### src/rtl/segaddr_pkg.sv
// Shared encodings for the segmented address generator.
// Assumes: four segment registers, five defined access classes.
package segaddr_pkg;
    typedef enum logic [1:0] {
        SEG_CODE  = 2'd0,
        SEG_DATA  = 2'd1,
        SEG_EXTRA = 2'd2,
        SEG_STACK = 2'd3
    } seg_idx_t;

    typedef enum logic [2:0] {
        ACC_FETCH = 3'd0,
        ACC_STACK = 3'd1,
        ACC_SRC   = 3'd2,
        ACC_DST   = 3'd3,
        ACC_BASE  = 3'd4
    } acc_class_t;

    localparam int NUM_SEGS = 4;
endpackage

### src/rtl/segaddr_regfile.sv
// Holds the segment registers and gives out all of them in parallel.
// Assumes: one write per cycle; a write is seen by readers from the next cycle.
module segaddr_regfile #(
    parameter int SEG_W = 16,
    parameter int NSEG  = 4,
    localparam int SEL_W = $clog2(NSEG)
) (
    input  logic                       clk,
    input  logic                       rst_n,
    input  logic                       wr_en,
    input  logic [SEL_W-1:0]           wr_sel,
    input  logic [SEG_W-1:0]           wr_data,
    output logic [NSEG-1:0][SEG_W-1:0] seg_q
);
    for (genvar g = 0; g < NSEG; g++) begin : g_seg
        // Load one register when it is addressed, clear it on reset.
        always_ff @(posedge clk) begin
            if (!rst_n)
                seg_q[g] <= '0;
            else if (wr_en && (wr_sel == SEL_W'(g)))
                seg_q[g] <= wr_data;
        end
    end
endmodule

### src/rtl/segaddr_select.sv
// Picks a segment index from the access class and the override inputs.
// Assumes: fetch and stack classes are never overridden; unknown codes act as data source.
module segaddr_select
    import segaddr_pkg::*;
(
    input  logic [2:0] acc_class,
    input  logic       ovr_en,
    input  logic [1:0] ovr_sel,
    output seg_idx_t   seg_idx
);
    // Map the class to its default segment, then apply the override to data classes.
    always_comb begin
        unique case (acc_class)
            ACC_FETCH: seg_idx = SEG_CODE;
            ACC_STACK: seg_idx = SEG_STACK;
            ACC_DST:   seg_idx = ovr_en ? seg_idx_t'(ovr_sel) : SEG_EXTRA;
            ACC_BASE:  seg_idx = ovr_en ? seg_idx_t'(ovr_sel) : SEG_STACK;
            default:   seg_idx = ovr_en ? seg_idx_t'(ovr_sel) : SEG_DATA;
        endcase
    end
endmodule

### src/rtl/segaddr_adder.sv
// Forms segment * 2^SHIFT + offset, truncated to ADDR_W bits (wraps on overflow).
// Assumes: OFF_W <= SEG_W + SHIFT.
module segaddr_adder #(
    parameter int SEG_W = 16,
    parameter int OFF_W = 16,
    parameter int SHIFT = 4,
    localparam int ADDR_W = SEG_W + SHIFT
) (
    input  logic [SEG_W-1:0]  seg,
    input  logic [OFF_W-1:0]  offset,
    output logic [ADDR_W-1:0] addr
);
    logic [ADDR_W-1:0] seg_sh;
    logic [ADDR_W-1:0] off_ext;

    // Align the segment, widen the offset, and add modulo 2^ADDR_W.
    always_comb begin
        seg_sh  = ADDR_W'(seg) << SHIFT;
        off_ext = ADDR_W'(offset);
        addr    = seg_sh + off_ext;
    end
endmodule

### src/rtl/segaddr_gen.sv
// Top: segment register file, segment choice and address add, with a registered result.
// Assumes: one request per cycle; the result appears one cycle after the request.
module segaddr_gen
    import segaddr_pkg::*;
#(
    parameter int SEG_W = 16,
    parameter int OFF_W = 16,
    parameter int SHIFT = 4,
    localparam int ADDR_W = SEG_W + SHIFT
) (
    input  logic              clk,
    input  logic              rst_n,
    input  logic              seg_wr_en,
    input  logic [1:0]        seg_wr_sel,
    input  logic [SEG_W-1:0]  seg_wr_data,
    input  logic              req_valid,
    input  logic [2:0]        req_class,
    input  logic [OFF_W-1:0]  req_offset,
    input  logic              ovr_en,
    input  logic [1:0]        ovr_sel,
    output logic [ADDR_W-1:0] phys_addr,
    output logic [1:0]        seg_used,
    output logic              addr_valid
);
    logic [NUM_SEGS-1:0][SEG_W-1:0] seg_q;
    seg_idx_t                       idx;
    logic [ADDR_W-1:0]              addr_d;

    segaddr_regfile #(.SEG_W(SEG_W), .NSEG(NUM_SEGS)) u_regs (
        .clk(clk), .rst_n(rst_n), .wr_en(seg_wr_en), .wr_sel(seg_wr_sel),
        .wr_data(seg_wr_data), .seg_q(seg_q)
    );

    segaddr_select u_sel (
        .acc_class(req_class), .ovr_en(ovr_en), .ovr_sel(ovr_sel), .seg_idx(idx)
    );

    segaddr_adder #(.SEG_W(SEG_W), .OFF_W(OFF_W), .SHIFT(SHIFT)) u_add (
        .seg(seg_q[idx]), .offset(req_offset), .addr(addr_d)
    );

    // Capture the result for a request; hold the last result otherwise.
    always_ff @(posedge clk) begin
        if (!rst_n) begin
            phys_addr  <= '0;
            seg_used   <= '0;
            addr_valid <= 1'b0;
        end else begin
            addr_valid <= req_valid;
            if (req_valid) begin
                phys_addr <= addr_d;
                seg_used  <= idx;
            end
        end
    end
endmodule

### config.mk
export PLATFORM = sky130hd
export DESIGN_NAME = segaddr_gen
export DESIGN_NICKNAME = d
export VERILOG_FILES = /design/src/rtl/segaddr_pkg.sv /design/src/rtl/segaddr_regfile.sv /design/src/rtl/segaddr_select.sv /design/src/rtl/segaddr_adder.sv /design/src/rtl/segaddr_gen.sv
export SDC_FILE = /design/constraint.sdc
export NUM_CORES = 1
export LEC_CHECK = 0
export BUFFER_PORTS_ARGS = -buffer_cell sky130_fd_sc_hd__clkbuf_2
export CORE_MARGIN = 5
export CORE_UTILIZATION = 35
export DETAILED_ROUTE_END_ITERATION = 12
export GPL_TIMING_DRIVEN = 0
export SKIP_CTS_REPAIR_TIMING = 1
export SYNTH_ARGS = -nofsm -noshare
export SYNTH_HDL_FRONTEND = slang
export SYNTH_SLANG_ARGS = --single-unit
### constraint.sdc
create_clock -name clk -period 7.85 [get_ports clk]
set_input_delay 0.785 -clock clk [delete_from_list [all_inputs] [get_ports clk]]
set_output_delay 0.785 -clock clk [all_outputs]
set_load 0.05 [all_outputs]
### After elaboration in Yosys (flattened, before gate mapping)

Cells that the tools add are included.

| storage, ports and cells | value |
|---|---|
| register bits after elaboration | 87 |
| bits in latches | 0 |
| bits in writable memories | 0 |
| ROM bits | 0 |
| input bits | 44 |
| output and inout port bits | 23 |
| word-level logic and storage cells | 27 |
| memories | 0 |

| cells by class | value |
|---|---|
| add/sub/neg operators | 1 |
| multiply operators | 0 |
| divide/modulo/power cells | 0 |
| order comparisons | 1 |
| equal/unequal tests | 6 |
| shift operators | 0 |
| mux-type cells | 6 |
| bitwise operators | 0 |
| reduce and logical (&&, ||, !) cells | 6 |

Operator list:

| cell | number |
|---|---|
| $bmux 16 s2 | 1 |
| $add 20x16->20 | 1 |
| $mux 16 | 1 |
| $pmux 2 s4 | 1 |
| $mux 2 | 3 |
| $eq 2x2->1 const B | 2 |
| $logic_and 1x1->1 | 4 |
| $eq 3x1->1 const B | 1 |
| $eq 3x2->1 const B | 1 |
| $eq 3x3->1 const B | 1 |
| $logic_not 3->1 | 1 |
| $lt 2x3->1 const B | 1 |
| $eq 2x1->1 const B | 1 |
| $logic_not 2->1 | 1 |

### Depth between registers and ports, before layout

Gate-level depths: netlist of run 1.

| logic depth | value |
|---|---|
| word-level depth | 5 |
| depth in mapped cells | 16 |

### Cells and area by module

From an unflattened synthesis of run 1, not the netlist that was laid out.

| unflattened totals | value |
|---|---|
| cell total of the unflattened synthesis | 439 |
| area, all modules | 4526.8 µm² |

Modules (own cells, without submodules):

| module | times used | cells each | area each (µm²) |
|---|---|---|---|
| segaddr_regfile | 1 | 228 | 2368.5 |
| segaddr_gen | 1 | 93 | 1280.0 |
| segaddr_adder | 1 | 108 | 820.8 |
| segaddr_select | 1 | 10 | 57.6 |

### Least setup slack after synthesis of run 1

No wires, ideal clock.

| path | value |
|---|---|
| path kind | input port to flip-flop |
| start point | in ovr_en |
| end point | reg phys_addr[18] |
| setup time | 74 ps |
| arrival | 3867 ps |
| data required time | 7776 ps |
| path slack | 3909 ps |
| stages on the path | 13 |
| path buffers | 1 |
| cell sequence | nor2b_1 > o21a_1 > nor2_2 > clkbuf_1 > mux2i_1 > ha_1 > fa_1 > a211oi_1 > o21ai_1 > nand3_1 > a31o_2 > or4_1 > a31oi_1 |

| between the ends | value |
|---|---|
| longest elaborated chain between the ends | 5 |
| elaborated cells between the ends (all ways) | 7 |
| those cells by class | add/sub (1); mux (6) |

Ends and longest elaborated chain:

| item | RTL line | text |
|---|---|---|
| from (decl) | segaddr_gen.sv:19 | `input logic ovr_en,` |
| $mux 2 (on tied branches) | segaddr_select.sv:18, segaddr_select.sv:16, segaddr_select.sv:17 |  |
| $pmux 2 s4 * | segaddr_select.sv:13 | `unique case (acc_class)` |
| $bmux 16 s2 * | segaddr_gen.sv:39 | `.seg(seg_q[idx]), .offset(req_offset), .addr(addr_d)` |
| $mux 16 (not written as such) * | segaddr_gen.sv:39 |  |
| $add 20x16->20 * | segaddr_adder.sv:20 | `addr = seg_sh + off_ext;` |
| to (signal assigned) | segaddr_gen.sv:51 | `phys_addr <= addr_d;` |
| to (decl) | segaddr_gen.sv:21 | `output logic [ADDR_W-1:0] phys_addr,` |

Mark *: on every way between the ends. The rest lies on a longest branch, timed or not. The select of a mux whose other input is x is not followed.
A chain may end at the register's enable or synchronous reset.

### Worst setup path after layout of run 1

Same ends and word-level chain as after synthesis.

==> impl_metrics.tcl, run 1 <==
set metrics [dict create \
    hold_depth 2 \
    yosys.area.top_type "dfxtp_1" \
    drc_errors 0 \
    ios 67 \
    cts_buffers 9 \
    drt-total-wl_um 11700 \
    synth_fp_nets 574 \
    cp_slowest_cell "clkbuf_1" \
    nFillCells 1219 \
    tritoncts "yes" \
    r2r_cells 10 \
    synth_flop_cell "dfxtp_1" \
    wl_per_cell_um 15.7 \
    power_density_mw_per_mm2 219 \
    syn_avg_cell_area_um2 8.21 \
    status "finished, final reports clean" \
    globalplace.congestion 0.825 \
    place_ws_ps 2870 \
    synth_cell_types 50 \
    min_period_ps 4620 \
    internal_power_w 0.000800 \
    antenna_found_initial 0 \
    grt_pass1_vias 3766 \
    cts_buffer_depth 2 \
    clkLatencyLatePin_ps 340 \
    cap_violations 0 \
    area.growth.synth_to_final_pct 19.2 \
    die_w_um 120 \
    route.antenna.remaining_nets 0 \
    yosysSeqAreaShare_pct 41.0 \
    fin_skew_ps 4.55 \
    grt_use_total_pct 16.5 \
    clkSlewWorstSetupHoldPaths_ps 60 \
    synthTopCellsByArea "dfxtp_1 41%, mux2i_1 13%, nand2_1 12%, a21oi_1 9.0%, ha_1 3.5%" \
    synth_top_area_share_pct 41.0 \
    endpoint_kind "flip-flop" \
    syn_inst 517 \
    die_h_um 120 \
    cts_max_level 3 \
    first_iter_violations 315 \
    rows 40 \
    first_pass_iters 4 \
    p_seq_share_pct 42.6 \
    synth_area_mm2 0.00425 \
    slew_violations 0 \
    crit_type "in2reg" \
    synth-edff-count 0 \
    clkSinkCount 87 \
    vdd_drop_max_mv 0.108 \
    cp.required_ps 8120 \
    r2r_start "u_regs.seg_q[32]" \
    pwr-share-clk_pct 40.1 \
    place_hpwl_um 8740 \
    synthArstFlopShare_pct 0 \
    slew-limit-headroom_pct 46.7 \
    comb_power_share_pct 17.3 \
    cts_root_buffer "clkbuf_16" \
    tns_ps 0 \
    ys_seq_elements 87 \
    dieArea_mm2 0.0144 \
    min_period_over_period_pct 58.8 \
    yosys_warnings 0 \
    worst_slew_pin_slew_ps 797 \
    path_depth 14 \
    coreArea_mm2 0.0120 \
    hold_start "u_regs.seg_q[50]" \
    switching_share_pct 27.8 \
    worst_slack_ps 3230 \
    path_cells "clkbuf_2, nor2b_1, o21a_1, nor2_2, clkbuf_1, mux2i_1, ha_1, fa_1, a211oi_1, o21ai_1, nand3_1, a31o_2, or4_1, a31oi_1" \
    most-common-layout-cells "135 x nand2_1, 87 x dfxtp_1, 76 x a21oi_1, 64 x clkbuf_2, 57 x mux2i_1" \
    grt_max_degree 14 \
    final_nets 649 \
    grt_pass1_wl_um 18700 \
    cp_max_fo 10 \
    slowest_delay_ps 640 \
    viasPerCell 5.13 \
    switchingPower_w 0.000308 \
    diodes 0 \
    finalSetupViolations 0 \
    rsz0062_at_grt "no" \
    vias 3815 \
    p_leak_nw 2.14 \
    cp_num_buf_inv 2 \
    hp-class "reg2reg" \
    critPathLaunchType "input pin" \
    mostFrequentLayoutCell "nand2_1" \
    final_layout_size_suffix_gt1_share_pct 15.4 \
    arrival_ps 4890 \
    overflow 0 \
    finalHoldViolations 0 \
    path_delay_family "simple AND/OR/NAND/NOR gates" \
    startpoint "ovr_en" \
    fmax_mhz 216 \
    initial_core_util_pct 35.5 \
    io_buffers 64 \
]
-- area by class of cell --
type                       instances  area (um^2)  share of cell area, %
buffer                            29          119                   2.35
clock buffer                      13          270                   5.34
clock inverter                     3         40.0                  0.791
inverter                           1         3.75                 0.0742
multi-input combinational        400         2380                   47.1
sequential                        87         1740                   34.4
tap                              147          184                   3.64
timing repair buffer              64          320                   6.33
-- tightest hold or removal path: cells and delay by family (launching register included) --
family | cells | cell delay (ps)
flip-flops | 1 | 310
AO/OA/AOI/OAI | 1 | 50
AND/OR/NAND/NOR | 1 | 50
-- final timing paths --
check                                   endpoint  slack (ps)
worst max-delay path               phys_addr[18]        3230
worst min register to register  u_regs.seg_q[50]         450
worst min-delay path            u_regs.seg_q[50]         450
worst max register to register     phys_addr[18]        5010
-- power groups by stage --
stage          Sequential (W)  Clock [W]  Combinational [W]
5_1_grt              0.000474   0.000467           0.000210
3_5_place_dp         0.000482          0           0.000192
2_1_floorplan        0.000512          0           0.000104
4_1_cts              0.000472   0.000450           0.000193
6_report             0.000472   0.000444           0.000192
3_3_place_gp         0.000481          0           0.000188
-- per-stage QoR --
step | power [W] | utilization [%] | cells | hold slack, ps | instance area (um^2)
2_1_floorplan | 0.000616 | - | 517 | 432 | 4250
3_3_place_gp | 0.000669 | 39.7 | 728 | 441 | 4750
3_5_place_dp | 0.000674 | 39.7 | 728 | 447 | 4750
4_1_cts | 0.00111 | 42.3 | 744 | 455 | 5060
5_1_grt | 0.00115 | 42.3 | 744 | 473 | 5060
6_report | 0.00111 | 42.3 | 744 | 455 | 5060
-- per-layer routing --
layer  routed length [um]  GRT usage (%)  vias to the layer above  part of all wire (%)
li1                     -              -                     1936                     -
met1                 5200           20.8                     1766                    45
met2                 5530           27.5                       99                    47
met3                  723           3.63                       14                   6.2
met4                  201           6.16                        0                   1.7
met5                    0              0                        -                     0
-- state kept, by name, indices dropped and copies added, names as in the netlist --
name and cells:
u_regs.seg_q 64, seg_used 2, addr_valid 1, phys_addr 20
-- cell usage after synthesis, types with 2 or more instances --
cell type  number
a211oi_1        4
a21boi_0        3
a21o_1          6
a21oi_1        76
a31oi_1         2
and2_1          3
and3_1          2
buf_2           2
clkbuf_1       25
dfxtp_1        87
ha_1           12
mux2_2          2
mux2i_1        57
nand2_1       135
nand2b_1        3
nand3_1        12
nand3b_1        3
nor2_1         26
nor2b_1         3
nor3_1          2
nor3b_1         2
o211ai_1        2
o21a_1          4
o21ai_0        10
o21ai_1         2
xnor2_1         7
xor2_1          2
-- kinds of logic (layout without fill, tap and decap cells) --
kind of cell / count (synthesis) / in the layout / share of synthesized area (%)
AND/OR/NAND/NOR: 200 / 200 / 20.0
AO/OA/AOI/OAI: 119 / 119 / 16.3
flip-flops: 87 / 87 / 41.0
multiplexers: 59 / 59 / 14.0
buffers and inverters: 30 / 110 / 2.89
adder cells (fa/ha/maj): 13 / 13 / 4.01
XOR/XNOR: 9 / 9 / 1.86
Power figures use the tool's default switching activity.
==> run 2, diff against run 1 <==
clock period = 4.2 ns   (was 7.85 ns; I/O delays follow)
==> run 2 against run 1 <==
Compared with the run above:
- utilization rose by 0.052 points
- clock-buffer cell count did not move
- setup slack got worse by 2900 ps
- final cell count did not move
- hold slack got worse by 140 ps
- via count fell by 0.13%
- critical path depth did not move
- first-iteration DRC count fell by 9.5%
- highest routed layer unchanged
==> impl_metrics.tcl, run 2 (synthesized netlist as in run 1, its figures left out) <==
set metrics [dict create \
    final_nets 649 \
    clkLatencyLatePin_ps 340 \
    worst_slack_ps 362 \
    ios 67 \
    viasPerCell 5.12 \
    min_period_ps 3840 \
    place_hpwl_um 8740 \
    min_period_over_period_pct 91.4 \
    largest_register_ffs 64 \
    wl_per_cell_um 15.7 \
    grtUsageMet1_pct 20.8 \
    dieArea_mm2 0.0144 \
    cts_root_buffer "clkbuf_16" \
    drc_errors 0 \
    cts_max_level 3 \
    holdWs_ps 318 \
    mostFrequentLayoutCell "nand2_1" \
    most-common-layout-cells "135 x nand2_1, 87 x dfxtp_1, 76 x a21oi_1, 65 x clkbuf_2, 57 x mux2i_1" \
    die_h_um 120 \
    critPathLaunchType "input pin" \
    status "finished, final reports clean" \
    place_ws_ps -416 \
    clkSlewWorstSetupHoldPaths_ps 60 \
    placed_area_mm2 0.00475 \
    top_usage_layer "met2" \
    finalHoldViolations 0 \
    grt_max_degree 14 \
    hp-class "in2reg" \
    overflow 0 \
    cp.required_ps 4470 \
    arrival_ps 4110 \
    p_leak_nw 2.14 \
    cp_max_fo 10 \
    grtUsageMet2_pct 27.5 \
    first_iter_violations 285 \
    rows 40 \
    fin_skew_ps 3.93 \
    io_buffers 64 \
    slew-limit-headroom_pct 46.3 \
    finalSetupViolations 0 \
    endpoint_kind "flip-flop" \
    multi_input_area_mm2 0.00239 \
    cap_violations 0 \
    grt_pass1_wl_um 18700 \
    antenna_found_initial 0 \
    drt-total-wl_um 11700 \
    finalInstanceArea_mm2 0.00507 \
    initial_core_util_pct 35.5 \
    ff_latch_area_mm2 0.00174 \
    reg_top3 "u_regs.seg_q (64), phys_addr (20), seg_used (2)" \
    vias 3810 \
    diodes 0 \
    power_density_mw_per_mm2 409 \
    nFillCells 1222 \
    clkSinkCount 87 \
    cts_buffers 9 \
    slew_violations 0 \
    coreArea_mm2 0.0120 \
    vdd_drop_max_mv 0.202 \
    grt_pass1_vias 3766 \
    crit_type "in2reg" \
    top_register "u_regs.seg_q" \
    rsz0062_at_grt "no" \
    grt_use_total_pct 16.5 \
    area.growth.synth_to_final_pct 19.3 \
    fmax_mhz 261 \
    route.antenna.remaining_nets 0 \
    worst_slew_pin_slew_ps 804 \
    met3_usage_pct 3.63 \
    die_w_um 120 \
    globalplace.congestion 0.825 \
    final_layout_size_suffix_gt1_share_pct 15.6 \
    cts_buffer_depth 2 \
    first_pass_iters 4 \
    power_w 0.00207 \
    tritoncts "yes" \
]
-- run 2: cell counts in the layout (fill, tap and decap cells not counted) --
Identical to the previous run, type by type.
-- run 2: cell type report --
cell class                      instances  share of cell area [%]
Tap cell                              147                    3.63
Clock buffer                           13                    5.33
Clock inverter                          3                   0.790
Inverter                                1                  0.0741
Sequential cell                        87                    34.4
Timing Repair Buffer                   64                    6.32
Multi-Input combinational cell        400                    47.1
Buffer                                 29                    2.37
-- run 2: worst max-delay path, stage by stage --
cell	delay, ps
clkbuf_2	110
nor2b_1	170
o21a_1	240
nor2_4	310
clkbuf_2	400
mux2i_1	450
ha_1	270
fa_1	240
a211oi_1	120
o21ai_1	250
nand3_1	190
a31o_2	250
or4_1	520
a31oi_1	160
-- run 2: worst paths after layout --
check | startpoint | slack (ps) | cells past startpoint | endpoint
hold / removal | req_offset[3] | 320 | 3 | phys_addr[3]
hold reg to reg | u_regs.seg_q[50] | 450 | 2 | u_regs.seg_q[50]
setup / recovery | ovr_en | 360 | 14 | phys_addr[18]
setup reg to reg | u_regs.seg_q[32] | 1360 | 10 | phys_addr[18]
-- run 2: report_power, final --
group | total, W | switching, W | internal [W]
clock | 0.000831 | 0.000323 | 0.000508
sequential | 0.000882 | 0.0000190 | 0.000863
combinational | 0.000358 | 0.000234 | 0.000124
-- run 2: metal layers --
layer	routed length, um	vias up
met2	5500	103
met1	5180	1757
met3	731	14
met5	0	-
met4	243	0
li1	-	1936
-- run 2: through the flow --
step | setup TNS (ps) | util (%) | cells
detailed placement | -1050 | 39.7 | 728
global placement | -732 | 39.7 | 728
floorplan | 0 | - | 517
CTS | -61.5 | 42.3 | 744
global route | 0 | 42.4 | 744
finish | 0 | 42.4 | 744
==> run 3, diff against run 2 <==
BUFFER_PORTS_ARGS = -buffer_cell sky130_fd_sc_hd__buf_2   (was -buffer_cell sky130_fd_sc_hd__clkbuf_2)
RECOVER_POWER = 25   (was unset)
SKIP_CTS_REPAIR_TIMING = unset   (was 1)
==> run 3 against run 2 <==
Compared with the run above:
- setup slack improved by 57 ps
- utilization rose by 0.063 points
- register-to-register slack improved by 60 ps
- first-iteration DRC count fell by 0.35%
- wire length fell by 1.7%
- clock skew barely moved
- power rose by 1.7%
- via count rose by 1.1%
- critical path type unchanged
- highest routed layer unchanged
==> impl_metrics.tcl, run 3 (synthesized netlist as in run 1, its figures left out) <==
set metrics [dict create \
    reg2reg_slack_ps 1420 \
    finalHoldViolations 0 \
    fin_skew_ps 4.34 \
    hp-class "in2reg" \
    endpoint_kind "flip-flop" \
    ios 67 \
    arrival_ps 4040 \
    rsz0062_at_grt "no" \
    final_layout_size_suffix_gt1_share_pct 14.2 \
    vdd_drop_max_mv 0.204 \
    most-common-layout-cells "135 x nand2_1, 87 x dfxtp_1, 76 x a21oi_1, 60 x buf_2, 57 x mux2i_1" \
    final_nets 649 \
    top_register "u_regs.seg_q" \
    cp_max_fo 10 \
    tritoncts "yes" \
    path_cells "buf_2, nor2b_1, o21a_1, nor2_4, clkbuf_2, mux2i_1, ha_1, fa_1, a211oi_1, o21ai_1, nand3_1, a31o_2, or4_1, a31oi_1" \
    cts_max_level 3 \
    vias 3851 \
    wl_per_cell_um 15.4 \
    diodes 0 \
    first_iter_violations 284 \
    first_pass_iters 5 \
    grt_use_total_pct 16.3 \
    slowest_delay_ps 510 \
    mostFrequentLayoutCell "nand2_1" \
    finalInstanceArea_mm2 0.00507 \
    grt_pass1_vias 3733 \
    cp.required_ps 4460 \
    crit_type "in2reg" \
    min_period_over_period_pct 90.0 \
    coreArea_mm2 0.0120 \
    worst_slew_pin_slew_ps 833 \
    placed_area_mm2 0.00475 \
    cts_buffers 9 \
    place_hpwl_um 8660 \
    grt_max_degree 14 \
    viasPerCell 5.18 \
    hold_start "req_offset[3]" \
    drc_errors 0 \
    die_w_um 120 \
    min_period_ps 3780 \
    power_density_mw_per_mm2 415 \
    drt-total-wl_um 11500 \
    slew_violations 0 \
    hold_depth 3 \
    p_leak_nw 2.12 \
    area.growth.synth_to_final_pct 19.5 \
    r2r_cells 10 \
    clkSlewWorstSetupHoldPaths_ps 60 \
    reg_top3 "u_regs.seg_q (64), phys_addr (20), seg_used (2)" \
    fmax_mhz 264 \
    initial_core_util_pct 35.5 \
    r2r_start "u_regs.seg_q[32]" \
    tns_ps 0 \
    critPathLaunchType "input pin" \
    globalplace.congestion 0.822 \
    holdWs_ps 318 \
    cap_violations 0 \
    clkSinkCount 87 \
    utilization_pct 42.4 \
    io_buffers 64 \
    cp_slowest_cell "or4_1" \
    finalSetupViolations 0 \
    nFillCells 1204 \
    dieArea_mm2 0.0144 \
    clkLatencyLatePin_ps 340 \
    overflow 0 \
    worstHoldEndpoint "phys_addr[3]" \
    antenna_found_initial 0 \
    route.antenna.remaining_nets 0 \
    die_h_um 120 \
    cts_buffer_depth 2 \
    cts_root_buffer "clkbuf_16" \
    largest_register_ffs 64 \
    rows 40 \
    status "finished, final reports clean" \
    slew-limit-headroom_pct 44.3 \
    rr_endpoint "phys_addr[18]" \
    grt_pass1_wl_um 18500 \
    power_w 0.00211 \
]
## run 3: worst max-delay path: cells and delay by family
| family | cells | cell delay, ps |
|---|---|---|
| AO/OA/AOI/OAI | 5 | 1000 |
| adder cells (fa/ha/maj) | 2 | 500 |
| buffers and inverters | 2 | 530 |
| multiplexers | 1 | 420 |
| AND/OR/NAND/NOR | 4 | 1160 |
## run 3: worst max-delay path by stage
stage | from | endpoint | slack (ps) | depth (start not counted)
5_1_grt | ovr_en | phys_addr[18] | 90 | 14
3_5_place_dp | ovr_en | phys_addr[18] | -390 | 14
4_1_cts | ovr_en | phys_addr[18] | 210 | 14
3_3_place_gp | ovr_en | phys_addr[18] | -340 | 14
6_report | ovr_en | phys_addr[18] | 420 | 14
2_1_floorplan | ovr_en | phys_addr[18] | 620 | 13
## run 3: repair_timing
| action | in CTS | in global routing |
|---|---|---|
| buffers inserted | 0 | 0 |
| resized for setup | 1 | 1 |
| endpoints found under the setup margin | 1 | 1 |
| hold buffers | 0 | 0 |
## run 3: through the flow
step,cells,worst slack (ps)
2_1_floorplan,517,624
3_3_place_gp,728,-344
3_5_place_dp,728,-391
4_1_cts,744,205
5_1_grt,744,90.5
6_report,744,419
## run 3: metal layers
metal / global-route usage (%) / part of all wire, %
met5: 0 / 0
met4: 5.80 / 2.3
met3: 3.16 / 5.6
met2: 27.2 / 47
met1: 21.0 / 46
## run 3: area by class of cell
cell class	instances	area (um^2)	area share, %
buffer	29	120	2.37
clock inverter	3	65.1	1.28
tap	147	184	3.63
inverter	1	3.75	0.0740
timing repair buffer	64	313	6.17
multi-input combinational	400	2390	47.0
sequential	87	1740	34.3
clock buffer	13	260	5.13
## run 3: report_power, final
part | internal, W | switching, W
combinational | 0.000124 | 0.000233
sequential | 0.000863 | 0.0000185
clock | 0.000553 | 0.000315
total | 0.00154 | 0.000567
